$ cat config.mk
export PLATFORM = sky130hd
export DESIGN_NAME = pdma_ctrl
export DESIGN_NICKNAME = d
export VERILOG_FILES = /design/src/rtl/pdma_ctrl.sv
export SDC_FILE = /design/constraint.sdc
export NUM_CORES = 1
export LEC_CHECK = 0
export BUFFER_PORTS_ARGS = -buffer_cell sky130_fd_sc_hd__buf_2
export CAP_MARGIN = 15
export CORE_ASPECT_RATIO = 0.9
export CORE_UTILIZATION = 53
export CTS_CLUSTER_SIZE = 20
export DETAILED_ROUTE_END_ITERATION = 8
export PLACE_DENSITY = 0.81
export SYNTH_ARGS = -nofsm -noshare
export SYNTH_HDL_FRONTEND = slang
export SYNTH_SLANG_ARGS = --single-unit
$ cat constraint.sdc
create_clock -name clk -period 2.6 [get_ports clk]
set_input_delay 0.26 -clock clk [delete_from_list [all_inputs] [get_ports clk]]
set_output_delay 0.26 -clock clk [all_outputs]
set_load 0.01 [all_outputs]
$ cat src/rtl/pdma_ctrl.sv
module pdma_ctrl #(
  parameter int HI_W  = 8,
  parameter int OFF_W = 6
) (
  input  logic              clk,
  input  logic              rst_n,
  input  logic              bus_wr,
  input  logic [OFF_W-1:0]  bus_addr,
  input  logic [15:0]       bus_wdata,
  input  logic [OFF_W-1:0]  bus_raddr,
  output logic [15:0]       bus_rdata,
  output logic [2:0]        dev_fcn,
  output logic              dev_go,
  output logic              dev_mclr,
  input  logic              dev_attn,
  input  logic [2:0]        dev_stat,
  input  logic              dev_perr,
  input  logic              dev_cyc,
  output logic              mem_req,
  output logic              mem_wr,
  output logic [15+HI_W:0]  mem_addr,
  input  logic              mem_ack,
  input  logic              mem_berr,
  input  logic              mem_tmo,
  output logic              irq
);
  localparam int AW = 16 + HI_W;
  localparam logic [OFF_W-1:0] OFF_CTL = OFF_W'(6'h00);
  localparam logic [OFF_W-1:0] OFF_PLS = OFF_W'(6'h06);
  localparam logic [OFF_W-1:0] OFF_WLO = OFF_W'(6'h14);
  localparam logic [OFF_W-1:0] OFF_RNG = OFF_W'(6'h16);
  localparam logic [OFF_W-1:0] OFF_RLO = OFF_W'(6'h18);
  localparam logic [OFF_W-1:0] OFF_WHI = OFF_W'(6'h1C);
  localparam logic [OFF_W-1:0] OFF_RHI = OFF_W'(6'h20);
  localparam logic [AW-1:0]    ONE     = AW'(1);

  logic          dmaf, attf, attq, perr, berr, terr, ie, en, req, go_q, mclr_q;
  logic [2:0]    fcn;
  logic [AW-1:0] addr, addr_nx;
  logic [15:0]   rng, rng_nx, status;

  wire ctl_wr = bus_wr && (bus_addr == OFF_CTL);
  wire pls_wr = bus_wr && (bus_addr == OFF_PLS);
  wire lo_wr  = bus_wr && (bus_addr == OFF_WLO);
  wire hi_wr  = bus_wr && (bus_addr == OFF_WHI);
  wire rng_wr = bus_wr && (bus_addr == OFF_RNG);

  wire mclr_w  = ctl_wr && bus_wdata[12];
  wire ctl_ok  = ctl_wr && !bus_wdata[12];
  wire go_w    = ctl_ok && bus_wdata[0];
  wire force_w = ctl_ok && bus_wdata[8] && (en || bus_wdata[0]);
  wire bad_w   = req && (mem_berr || mem_tmo);
  wire good_w  = req && mem_ack && !mem_berr && !mem_tmo;
  wire last_w  = good_w && (rng == 16'd0);
  wire launch  = !req && !mclr_w && ((en && dev_cyc) || force_w);

  always_comb begin
    addr_nx = good_w ? addr + ONE : addr;
    if (lo_wr) addr_nx[15:0]    = bus_wdata;
    if (hi_wr) addr_nx[AW-1:16] = bus_wdata[HI_W-1:0];
  end

  assign rng_nx = rng_wr ? bus_wdata : (good_w ? rng - 16'd1 : rng);

  always_ff @(posedge clk or negedge rst_n) begin
    if (!rst_n) begin
      {dmaf, attf, attq, perr, berr, terr, ie, en, req, go_q, mclr_q} <= '0;
      fcn  <= '0;
      addr <= '0;
      rng  <= '0;
    end else begin
      attq   <= dev_attn;
      go_q   <= go_w;
      mclr_q <= mclr_w;
      addr   <= addr_nx;
      rng    <= rng_nx;
      if (mclr_w) begin
        {dmaf, attf, perr, berr, terr, ie, en, req} <= '0;
        fcn <= '0;
      end else begin
        dmaf <= last_w | (dmaf & ~(ctl_wr & bus_wdata[15]));
        attf <= (dev_attn & ~attq) | (attf & ~(ctl_wr & bus_wdata[14]));
        perr <= dev_perr | (perr & ~(ctl_wr & bus_wdata[13]));
        berr <= (req & mem_berr) | (berr & ~go_w);
        terr <= (req & mem_tmo & ~mem_berr) | (terr & ~go_w);
        if (pls_wr && bus_wdata[6])      ie <= 1'b1;
        else if (pls_wr && bus_wdata[5]) ie <= 1'b0;
        else if (ctl_wr)                 ie <= bus_wdata[6];
        if (ctl_wr) fcn <= bus_wdata[3:1];
        if (go_w)                   en <= 1'b1;
        else if (bad_w || last_w)   en <= 1'b0;
        if (bad_w || good_w) req <= 1'b0;
        else if (launch)     req <= 1'b1;
      end
    end
  end

  assign status = {dmaf, attf, attq, perr, dev_stat[0], dev_stat[1], dev_stat[2],
                   1'b0, ~en, ie, berr, terr, fcn, 1'b0};

  always_comb begin
    case (bus_raddr)
      OFF_CTL: bus_rdata = status;
      OFF_RNG: bus_rdata = rng;
      OFF_RLO: bus_rdata = addr[15:0];
      OFF_RHI: bus_rdata = 16'(addr[AW-1:16]);
      default: bus_rdata = 16'h0000;
    endcase
  end

  assign dev_fcn  = fcn;
  assign dev_go   = go_q;
  assign dev_mclr = mclr_q;
  assign mem_req  = req;
  assign mem_wr   = fcn[0];
  assign mem_addr = addr;
  assign irq      = ie & (dmaf | attf | perr | berr | terr);
endmodule

==> results.sh <==
export IMPL_status="completed"
export IMPL_grt_setup_unrepaired="no"
export IMPL_worst_slew_pin_slew_ps=602
export IMPL_area_delta_synth_final_pct=21.4
export IMPL_postLayoutCoreUtil_pct=67.6
export IMPL_antenna_found_initial=0
export IMPL_skew_ps=8.34
export IMPL_synth_edf_count=0
export IMPL_final_area_um2=3870
export IMPL_setup_violations=0
export IMPL_hp_class="primary input to register"
export IMPL_die_h_um=75.6
export IMPL_yosys_warnings=0
export IMPL_diodes=0
export IMPL_place_area_um2=3750
export IMPL_yosysMostFrequentCell="nand2_1"
export IMPL_ys_top_cells_by_area="dfrtp_1 (42%), nand2_1 (7.2%), xor2_1 (6.0%)"
export IMPL_route_detailed_drc=0
export IMPL_place_hpwl_um=6900
export IMPL_required_ps=2800
export IMPL_setup_tns_ps=0
export IMPL_root_buffer="clkbuf_8"
export IMPL_drive_gt1_share_pct=26.7
export IMPL_fp_dieW_um=83.7
export IMPL_async_reset_ff_share_pct=100
export IMPL_yosys_most_used_dff="dfrtp_1"
export IMPL_vias_per_cell=6.20
export IMPL_synth_top_area_share_pct=42.4
export IMPL_synth_avg_cell_area_um2=8.82
export IMPL_cts_made_buffers=5
export IMPL_yosysTopAreaCell="dfrtp_1"
export IMPL_first_global_vias=2928
export IMPL_startpoint_type="register"
export IMPL_nets=496
export IMPL_grtUsageTotal_pct=29.8
export IMPL_seq_area_frac_synth_pct=42.4
export IMPL_synth_area_um2=3190
export IMPL_period_needed_ps=2230
export IMPL_place_congestion=0.962
export IMPL_hold_worst_slack_ps=64.4
export IMPL_drt_wl_total_um=9270
export IMPL_grt_start_max_net_pins=33
export IMPL_hold_viol_final=0
export IMPL_synthAdderAreaFrac_pct=1.18
export IMPL_worstPathMaxFanout=4
export IMPL_synth_simple_area_share_pct=27.1
export IMPL_grt_overflow=0
export IMPL_vias=3248
export IMPL_ctsHtreeMaxLevel=2
export IMPL_peakVddDrop_v=0.000419
export IMPL_cts_resized=0
export IMPL_drt_pass1_iterations=7
export IMPL_num_io_pins=88
export IMPL_syn_inst=361
export IMPL_insertion_delay_ps=310
export IMPL_clock_sinks=54
export IMPL_fin_ws_ps=374
export IMPL_rows=26
export IMPL_routedWlPerCell_um=17.7
export IMPL_postCtsHoldBufs=1
export IMPL_ant_nets=0
export IMPL_post_cts_buffers=0
export IMPL_fin_crit_sh_pct=85.6
export IMPL_syn_num_nets=404
export IMPL_dp_cells=515
export IMPL_crit_type="register to register"
export IMPL_synth_compound_area_share_pct=13.5
export IMPL_core_um2=5730
export IMPL_power_density_nw_per_um2=660
export IMPL_initial_core_util_pct=55.6
export IMPL_grt_pass1_wl_um=14400
export IMPL_drt_initial_drc_count=509
export IMPL_synth_common_cells="nand2_1 (61), dfrtp_1 (54), nor2_1 (32), o21ai_0 (26), xor2_1 (22)"
export IMPL_cp_arrival_ps=2420
export IMPL_p_leak_nw=1.83
export IMPL_synth_cell_types=44
export IMPL_clockBufferDepth=2
export IMPL_synth_seq_cells=54
export IMPL_cts_tree="done"
export IMPL_synth_xor_xnor_area_share_pct=10.4
export IMPL_maxSlewViolCount=0
export IMPL_cp_end_kind="register"
export IMPL_pre_cts_ws_ps=406
export IMPL_finalPower_mw=2.55
export IMPL_post_layout_nonfiller_instances=524
export IMPL_synth_top_family_by_area="simple AND/OR/NAND/NOR gates"
export IMPL_clk_pin_slew_ps=100
export IMPL_slew_headroom_pct=59.6
export IMPL_io_buffers=87
export IMPL_synthMuxAreaShare_pct=1.73
export IMPL_dieArea_um2=6330
export IMPL_clock_fmax_ghz=0.449
export IMPL_cap_violations=0
-- flip-flops by register name, indices dropped and copies added (netlist names) --
signal / cells
rng: 16
dev_mclr: 1
berr: 1
terr: 1
dmaf: 1
perr: 1
ie: 1
attf: 1
en: 1
mem_req: 1
attq: 1
mem_addr: 24
dev_fcn: 3
dev_go: 1
-- routing by layer --
layer	up-vias	part of all wire (%)	GRT usage (%)
met5	-	0	0
met2	200	46	49.8
met3	38	11	5.85
li1	1480	-	-
met1	1530	40	39.5
met4	0	2.9	10.7
-- layout by cell type, fill, tap and decap left out, types with 2 or more instances in the layout --
cell      instances
a21oi_1          21
a222oi_1         15
and2_1            3
and3_1            2
and4_1            3
buf_2            87
buf_4            11
clkbuf_8          5
dfrtp_1          54
ha_1              3
inv_1            15
mux2_2            4
nand2_1          61
nand3_1          10
nand3b_1          6
nand4_1          10
nand4b_1          2
nor2_1           32
nor2b_1           2
nor3_1            6
nor3_2            2
nor4_1            4
nor4_2            4
o21ai_0          26
or4_1             5
or4_4             2
xnor2_1          16
xor2_1           22
-- cell type report --
class	instances	area (um^2)
sequential	54	1350
tap	70	87.6
clock buffer	6	72.6
timing repair buffer	99	528
multi-input combinational	278	1740
clock inverter	2	37.5
fill	469	1860
inverter	15	56.3
-- final timing paths --
kind                       startpoint           to  slack (ps)  cells after the start
max                            rng[9]           en         370                      5
min                          dev_attn         attq          60                      1
max reg2reg                    rng[9]           en         370                      5
min reg2reg                dev_fcn[2]   dev_fcn[2]         560                      2
max in group asynchronous       rst_n       rng[8]        1470                      3
min in group asynchronous       rst_n  mem_addr[0]         460                      2
-- critical path, cell delays in order, from the launching register on --
cell and delay, ps:
dfrtp_1 440, or4_4 590, or4_4 480, nor4_2 360, o21ai_1 110, nor2b_1 130
-- power breakdown --
group	total [mW]	internal, mW	switching (mW)
Clock	0.567	0.288	0.279
Sequential	1.33	1.03	0.293
Combinational	0.658	0.319	0.339
Total	2.55	1.64	0.912
-- cell families after synthesis --
group	count (synthesis)
AND/OR/NAND/NOR	164
AO/OA/AOI/OAI	68
buffers and inverters	29
XOR/XNOR	38
multiplexers	5
adder cells (fa/ha/maj)	3
flip-flops	54
Note: power is estimated with default switching activity, not from simulation.
